[src/rtl/cfg_clear_pkg.sv]
package cfg_clear_pkg;

   typedef enum logic [2:0] {
      ST_IDLE      = 3'd0,
      ST_WAIT_HI   = 3'd1,
      ST_PULL_LO   = 3'd2,
      ST_ARM       = 3'd3,
      ST_WAIT_RISE = 3'd4,
      ST_FINISH    = 3'd5
   } seq_state_t;

   typedef enum logic [1:0] {
      ERR_NONE    = 2'd0,
      ERR_IO      = 2'd1,
      ERR_TIMEOUT = 2'd2,
      ERR_ABORT   = 2'd3
   } seq_err_t;

   function automatic int unsigned max_of(input int unsigned a, input int unsigned b);
      return (a > b) ? a : b;
   endfunction

endpackage

[src/rtl/cfg_clear_tick.sv]
// Restartable tick divider: one-cycle tick every DIV cycles after restart.
module cfg_clear_tick #(
   parameter int unsigned DIV = 250
) (
   input  logic clk,
   input  logic rst_n,
   input  logic restart_i,
   output logic tick_o
);

   if (DIV <= 1) begin : g_every_cycle
      logic unused_div1;
      assign unused_div1 = ^{clk, rst_n, restart_i};
      assign tick_o      = 1'b1;
   end else begin : g_divided
      localparam int unsigned W = $clog2(DIV);
      localparam logic [W-1:0] LAST = W'(DIV - 1);
      logic [W-1:0] cnt_q;

      always_ff @(posedge clk or negedge rst_n) begin
         if (!rst_n)              cnt_q <= '0;
         else if (restart_i)      cnt_q <= '0;
         else if (cnt_q == LAST)  cnt_q <= '0;
         else                     cnt_q <= cnt_q + 1'b1;
      end

      assign tick_o = (cnt_q == LAST);
   end

endmodule

[src/rtl/cfg_clear_sync.sv]
// Synchroniser for the init line plus a rising-edge catcher armed on request.
module cfg_clear_sync #(
   parameter int unsigned STAGES = 2
) (
   input  logic clk,
   input  logic rst_n,
   input  logic async_i,
   input  logic arm_i,
   output logic level_o,
   output logic rise_seen_o
);

   logic prev_q;
   logic seen_q;

   if (STAGES == 0) begin : g_direct
      assign level_o = async_i;
   end else begin : g_chain
      logic [STAGES-1:0] chain_q;
      always_ff @(posedge clk or negedge rst_n) begin
         if (!rst_n) begin
            chain_q <= '0;
         end else begin
            chain_q[0] <= async_i;
            for (int i = 1; i < int'(STAGES); i++) chain_q[i] <= chain_q[i-1];
         end
      end
      assign level_o = chain_q[STAGES-1];
   end

   always_ff @(posedge clk or negedge rst_n) begin
      if (!rst_n) begin
         prev_q <= 1'b0;
         seen_q <= 1'b0;
      end else begin
         prev_q <= level_o;
         if (arm_i)                     seen_q <= level_o & ~prev_q;
         else if (level_o && !prev_q)   seen_q <= 1'b1;
      end
   end

   assign rise_seen_o = seen_q;

endmodule

[src/rtl/cfg_clear_count.sv]
// Poll / timeout counter with a run-time limit.
module cfg_clear_count #(
   parameter int unsigned W = 8
) (
   input  logic         clk,
   input  logic         rst_n,
   input  logic         clear_i,
   input  logic         inc_i,
   input  logic [W-1:0] limit_i,
   output logic         last_o
);

   logic [W-1:0] cnt_q;

   always_ff @(posedge clk or negedge rst_n) begin
      if (!rst_n)       cnt_q <= '0;
      else if (clear_i) cnt_q <= '0;
      else if (inc_i)   cnt_q <= cnt_q + 1'b1;
   end

   assign last_o = (cnt_q == (limit_i - W'(1)));

endmodule

[src/rtl/cfg_clear_seq.sv]
module cfg_clear_seq
   import cfg_clear_pkg::*;
#(
   parameter int unsigned TICK_DIV    = 250,
   parameter int unsigned POLL_LIMIT  = 100,
   parameter int unsigned TMO_TICKS   = 200000,
   parameter int unsigned SYNC_STAGES = 2
) (
   input  logic       clk,
   input  logic       rst_n,
   input  logic       start_i,
   input  logic       abort_i,
   input  logic       init_i,
   output logic       prog_n_o,
   output logic       busy_o,
   output logic       done_o,
   output logic       err_o,
   output logic [1:0] err_code_o,
   output logic       flag_clr_o
);

   localparam int unsigned CNT_MAX = max_of(POLL_LIMIT, TMO_TICKS);
   localparam int unsigned CW      = $clog2(CNT_MAX + 1);

   if (TICK_DIV < 1)   begin : g_bad_div   $error("TICK_DIV must be at least 1");   end
   if (POLL_LIMIT < 1) begin : g_bad_poll  $error("POLL_LIMIT must be at least 1"); end
   if (TMO_TICKS < 1)  begin : g_bad_tmo   $error("TMO_TICKS must be at least 1");  end
   if (SYNC_STAGES > 4) begin : g_bad_sync $error("SYNC_STAGES must be 0 to 4");    end

   seq_state_t state_q, state_d;
   seq_err_t   err_q, err_d;
   logic       done_q, done_d;

   logic          tick;
   logic          phase_change;
   logic          init_s;
   logic          rise_seen;
   logic          cnt_last;
   logic [CW-1:0] limit;

   assign phase_change = (state_d != state_q);
   assign limit = (state_q == ST_PULL_LO) ? CW'(POLL_LIMIT) : CW'(TMO_TICKS);

   cfg_clear_tick #(.DIV(TICK_DIV)) u_tick (
      .clk       (clk),
      .rst_n     (rst_n),
      .restart_i (phase_change),
      .tick_o    (tick)
   );

   cfg_clear_sync #(.STAGES(SYNC_STAGES)) u_sync (
      .clk         (clk),
      .rst_n       (rst_n),
      .async_i     (init_i),
      .arm_i       (state_q == ST_ARM),
      .level_o     (init_s),
      .rise_seen_o (rise_seen)
   );

   cfg_clear_count #(.W(CW)) u_count (
      .clk     (clk),
      .rst_n   (rst_n),
      .clear_i (phase_change),
      .inc_i   (tick),
      .limit_i (limit),
      .last_o  (cnt_last)
   );

   always_comb begin
      state_d = state_q;
      err_d   = err_q;
      done_d  = done_q;
      unique case (state_q)
         ST_IDLE: begin
            if (start_i) begin
               state_d = ST_WAIT_HI;
               err_d   = ERR_NONE;
               done_d  = 1'b0;
            end
         end
         ST_WAIT_HI: begin
            if (init_s) begin
               state_d = ST_PULL_LO;
            end else if (tick && cnt_last) begin
               state_d = ST_IDLE;
               err_d   = ERR_TIMEOUT;
            end
         end
         ST_PULL_LO: begin
            if (tick) begin
               if (!init_s) begin
                  state_d = ST_ARM;
               end else if (cnt_last) begin
                  state_d = ST_IDLE;
                  err_d   = ERR_IO;
               end
            end
         end
         ST_ARM: state_d = ST_WAIT_RISE;
         ST_WAIT_RISE: begin
            if (rise_seen) begin
               state_d = ST_FINISH;
            end else if (tick && cnt_last) begin
               state_d = ST_IDLE;
               err_d   = ERR_TIMEOUT;
            end
         end
         ST_FINISH: begin
            state_d = ST_IDLE;
            done_d  = 1'b1;
         end
         default: state_d = ST_IDLE;
      endcase
      if (abort_i && state_q != ST_IDLE) begin
         state_d = ST_IDLE;
         err_d   = ERR_ABORT;
         done_d  = 1'b0;
      end
   end

   always_ff @(posedge clk or negedge rst_n) begin
      if (!rst_n) begin
         state_q <= ST_IDLE;
         err_q   <= ERR_NONE;
         done_q  <= 1'b0;
      end else begin
         state_q <= state_d;
         err_q   <= err_d;
         done_q  <= done_d;
      end
   end

   assign prog_n_o   = !(state_q == ST_PULL_LO || state_q == ST_ARM);
   assign busy_o     = (state_q != ST_IDLE);
   assign done_o     = done_q;
   assign err_o      = (err_q != ERR_NONE);
   assign err_code_o = err_q;
   assign flag_clr_o = (state_q == ST_ARM) || (state_q == ST_FINISH);

endmodule

[config.mk]
export PLATFORM = sky130hd
export DESIGN_NAME = cfg_clear_seq
export DESIGN_NICKNAME = d
export VERILOG_FILES = /design/src/rtl/cfg_clear_pkg.sv /design/src/rtl/cfg_clear_tick.sv /design/src/rtl/cfg_clear_sync.sv /design/src/rtl/cfg_clear_count.sv /design/src/rtl/cfg_clear_seq.sv
export SDC_FILE = /design/constraint.sdc
export NUM_CORES = 1
export LEC_CHECK = 0
export ABC_AREA = 1
export BUFFER_PORTS_ARGS = -buffer_cell sky130_fd_sc_hd__buf_4
export CAP_MARGIN = 5
export CORE_MARGIN = 2
export CORE_UTILIZATION = 23
export DETAILED_ROUTE_END_ITERATION = 16
export PLACE_DENSITY_LB_ADDON = 0.1
export SETUP_SLACK_MARGIN = 0.15
export SYNTH_ARGS = -nofsm -noshare
export SYNTH_HDL_FRONTEND = slang
export SYNTH_SLANG_ARGS = --single-unit
[constraint.sdc]
create_clock -name clk -period 2.2 [get_ports clk]
set_input_delay 0.11 -clock clk [delete_from_list [all_inputs] [get_ports clk]]
set_output_delay 0.11 -clock clk [all_outputs]
set_load 0.005 [all_outputs]
==> metrics.md <==
| Metric | Value |
|---|---|
| Run status | `completed` |
| TNS Setup | `0 ns` |
| Internal portion of total power | `1.69 mW` |
| Util after Layout | `0.306` |
| Bufs on Longest Clock Path | `2` |
| Number of cells traversed by the worst hold path | `4` |
| Worst Hold End | `state_q[0]` |
| Fin. max-slew vios | `0` |
| Core ar. | `9150 sq um` |
| Die area | `10200 sq um` |
| Maximum vdd ir drop | `0.480 mV` |
| FFs w/ async S/R, synth | `1.00` |
| Leakage power of the design | `1.17 nW` |
| Met3 wirelength from detailed routing | `132 microns` |
| Post-detailed-route wirelength per cell | `13.1 microns` |
| Worst-skew pair later-pin latency | `0.30 ns` |
| Final hold vios | `0` |
| Endpoint required time on the critical path | `2.38 ns` |
| Kind of end point of the critical path | `flip-flop` |
| Row count | `35` |
| Number of enable flip-flop cells after synthesis | `0` |
| Drt first pass iters | `4` |
| Yosys top cell by area | `dfrtp_1` |
| Via count normalized by instance count | `4.40` |
| Area used by multi-input combinational logic | `1300 sq um` |
| Total number of vias | `1828` |
| Flip-flop cell with the highest count after synthesis | `dfrtp_1` |
| Number of antenna diodes | `0` |
| Total of flip-flops plus latches after synthesis | `36` |
| Setup WS pre-CTS | `0.229 ns` |
| NumNets Final | `311` |
| CTS buffer count | `5` |
| HPWL after detailed placement | `3860 microns` |
| Overall fraction of global-route tracks in use | `0.111` |
| Metal-1 WL | `2690 microns` |
| Global-route congestion overflow total | `0` |
| Wire length on met2 | `2510 microns` |
| Initial core utilization | `0.236` |
| H-tree level count | `2` |
| Seq. cell area | `903 sq um` |
| Worst reg2reg startpoint | `u_tick.g_divided.cnt_q[1]` |
| Number of nets in the synthesized netlist | `285` |
| Count of port buffers added during placement | `11` |
| Mean Syn Cell Area | `7.79 sq um` |
| Yosys warns | `0` |
| Fraction of post-synthesis cell area in the top cell type by area | `0.418` |
| Clock-pin slew of the registers on the worst-case setup and hold paths | `0.07 ns` |
| Height of the die | `101 microns` |
| WL final | `5420 microns` |
| Top cells by instance count after synthesis | `nand2_1 (64), dfrtp_1 (36), inv_1 (36), nor2_1 (31), nor2_2 (22)` |
| Worst setup slack for register-to-register paths | `0.21 ns` |
| Total clock sinks | `36` |
| Cell area after synthesis | `2160 sq um` |
| Hold path startpoint | `abort_i` |
| Final period demand of the worst path | `1.99 ns` |
| Pin count of the biggest net entering global routing | `37` |
| Area grow syn2layout | `30.0%` |
| Seq pwr share | `0.267` |
| Highest metal layer with signal wires | `met4` |
| Relative contribution of combinational cells to total power | `0.564` |
| Number of max-capacitance violations reported | `0` |
| Layout Skew | `0.00909 ns` |
| Peak Freq | `502 MHz` |
| Count of filler cells inserted in the layout | `992` |
| Post-route cell area | `2800 sq um` |
| Slack of the critical path | `0.206 ns` |
| Clock tree from TritonCTS | `built` |
| Portion of the post-synthesis area used by sequential elements | `0.418` |
| Maximum cell stage delay along the critical path | `0.40 ns` |
| Number of antenna violations at the first check in global routing | `0` |
| Count of unresolved DRC violations after routing | `0` |
| Number of cells traversed by the worst register-to-register path | `14` |
| Worst path cell trace | `inv_2, ha_4, nand2_4, nor2_4, nand3_4, nor2_4, nand3_4, nand2_1, nand2_1, nand3_1, nand2_1, nand3_4, clkbuf_16, nor2_4` |
| Worst setup path class | `flip-flop to flip-flop` |
| First-pass GRT wire length | `8810 microns` |
| Fraction of layout cells with a size suffix above 1 | `0.296` |
| Fraction of the cycle the final worst path needs | `0.906` |
| Critical Path Start Type | `flip-flop` |
| Endpoint of the worst register-to-register path | `u_count.cnt_q[8]` |
| Cell with the most instances after synthesis | `nand2_1` |
| Unrepaired setup endpoints after global routing | `yes` |
| Slowest cell on crit path | `dfrtp_1` |
| Design Power | `3.03 mW` |
| Net Sw Frac | `0.442` |
| Power Dens Cells | `1080 nW/um^2` |
| Via count of the first global-routing pass | `1780` |
| Number of library cell types mapped by synthesis | `33` |
| Post-route ant nets | `0` |
| Count of final setup violators | `0` |
| I/O pin cnt | `12` |
| GP Congestion | `0.798` |
| Die width | `101 microns` |
| Pin slew with the least headroom to its limit | `0.492 ns` |
| Top area cells in the synthesized netlist | `dfrtp_1 (42%), nand2_1 (11%), nor2_2 (6.4%), inv_1 (6.3%), nor2_1 (5.4%)` |
| Type of the tightest min-delay check | `input port to flip-flop` |
| Share of power burned in the clock network | `0.169` |
| Violation count after the first detailed-route iteration | `64` |
| Data arrival time of the critical path | `2.17 ns` |
| Number of instances in the synthesized netlist | `277` |
| Clock root buffer | `clkbuf_8` |
| Largest fanout on the critical path | `6` |
| Switching power summed over all nets | `1.34 mW` |
| Placed instance area | `2410 sq um` |
| Slew HR | `0.672` |
## per-stage QoR
stage	hold WS, ns	instances
after floorplan	-0.186	277
after global placement	0.118	401
after detailed placement	0.119	401
after CTS	0.159	411
after global routing	0.164	415
final	0.159	415
## power groups by stage
stage	Sequential, mW	Clock [mW]	Combinational, mW
final	0.807	0.512	1.71
after global routing	0.816	0.558	1.86
after CTS	0.794	0.541	1.19
after detailed placement	0.807	0	1.19
after global placement	0.807	0	1.20
after floorplan	0.794	0	0.790
## critical path, delay by kind of cell (launching register included)
family / cells / cell delay, ns
AND/OR/NAND/NOR: 11 / 1.05
flip-flops: 1 / 0.40
buffers and inverters: 2 / 0.28
adder cells (fa/ha/maj): 1 / 0.13
## flip-flops by register name, indices dropped and copies added, names as in the netlist
| register | cells |
|---|---|
| u_sync.rise_seen_o | 1 |
| u_count.cnt_q | 18 |
| done_o | 1 |
| u_sync.prev_q | 1 |
| state_q | 3 |
| u_sync.g_chain.chain_q | 2 |
| err_code_o | 2 |
| u_tick.g_divided.cnt_q | 8 |
## cells in the final DEF, fill, tap and decap left out, drive strengths merged, types with 8 or more instances in the layout
| master | n |
|---|---|
| clkbuf | 10 |
| nand3 | 17 |
| buf | 18 |
| nand2 | 70 |
| inv | 38 |
| o21ai | 8 |
| xor2 | 11 |
| nor2 | 55 |
| nor3 | 13 |
| dfrtp | 36 |
## what timing repair did
action                     CTS  global route
hold buffers                 2             0
resized for setup            0            52
buffers inserted             0             2
hold endpoints to repair    37             0
setup endpoints to repair    0            28
## cell families (layout without fill, tap and decap cells)
logic type                 Yosys count  count (layout)  share of synthesized area
and+or+nand+nor                    166             166                      0.381
xor gates and xnor gates            14              14                     0.0568
muxes                                1               1                    0.00464
AOI/OAI and AO/OA                   16              16                     0.0441
adders and majority gates            3               3                     0.0174
buffers and inverters               41              68                     0.0783
DFF                                 36              36                      0.418
## layer usage
| metal | up-vias | global-route usage |
|---|---|---|
| li1 | 920 | - |
| met3 | 8 | 0.0236 |
| met1 | 877 | 0.149 |
| met4 | 0 | 0.0390 |
| met5 | - | 0 |
| met2 | 23 | 0.177 |
## worst max path at each step
stage | startpoint | endpoint | depth (start not counted)
after floorplan | u_tick.g_divided.cnt_q[1] | u_count.cnt_q[11] | 14
after global placement | u_tick.g_divided.cnt_q[1] | u_count.cnt_q[9] | 10
after detailed placement | u_tick.g_divided.cnt_q[1] | u_count.cnt_q[0] | 14
after CTS | u_tick.g_divided.cnt_q[1] | u_count.cnt_q[2] | 15
after global routing | u_tick.g_divided.cnt_q[1] | u_tick.g_divided.cnt_q[6] | 13
final | u_tick.g_divided.cnt_q[1] | u_count.cnt_q[8] | 14
## area by class of cell
cell class,instances,area share
Multi-Input combinational cell,200,0.463
Timing Repair Buffer,22,0.0821
Sequential cell,36,0.322
Inverter,38,0.0509
Tap cell,111,0.0495
Clock buffer,8,0.0321
Power figures use the tool's default switching activity.
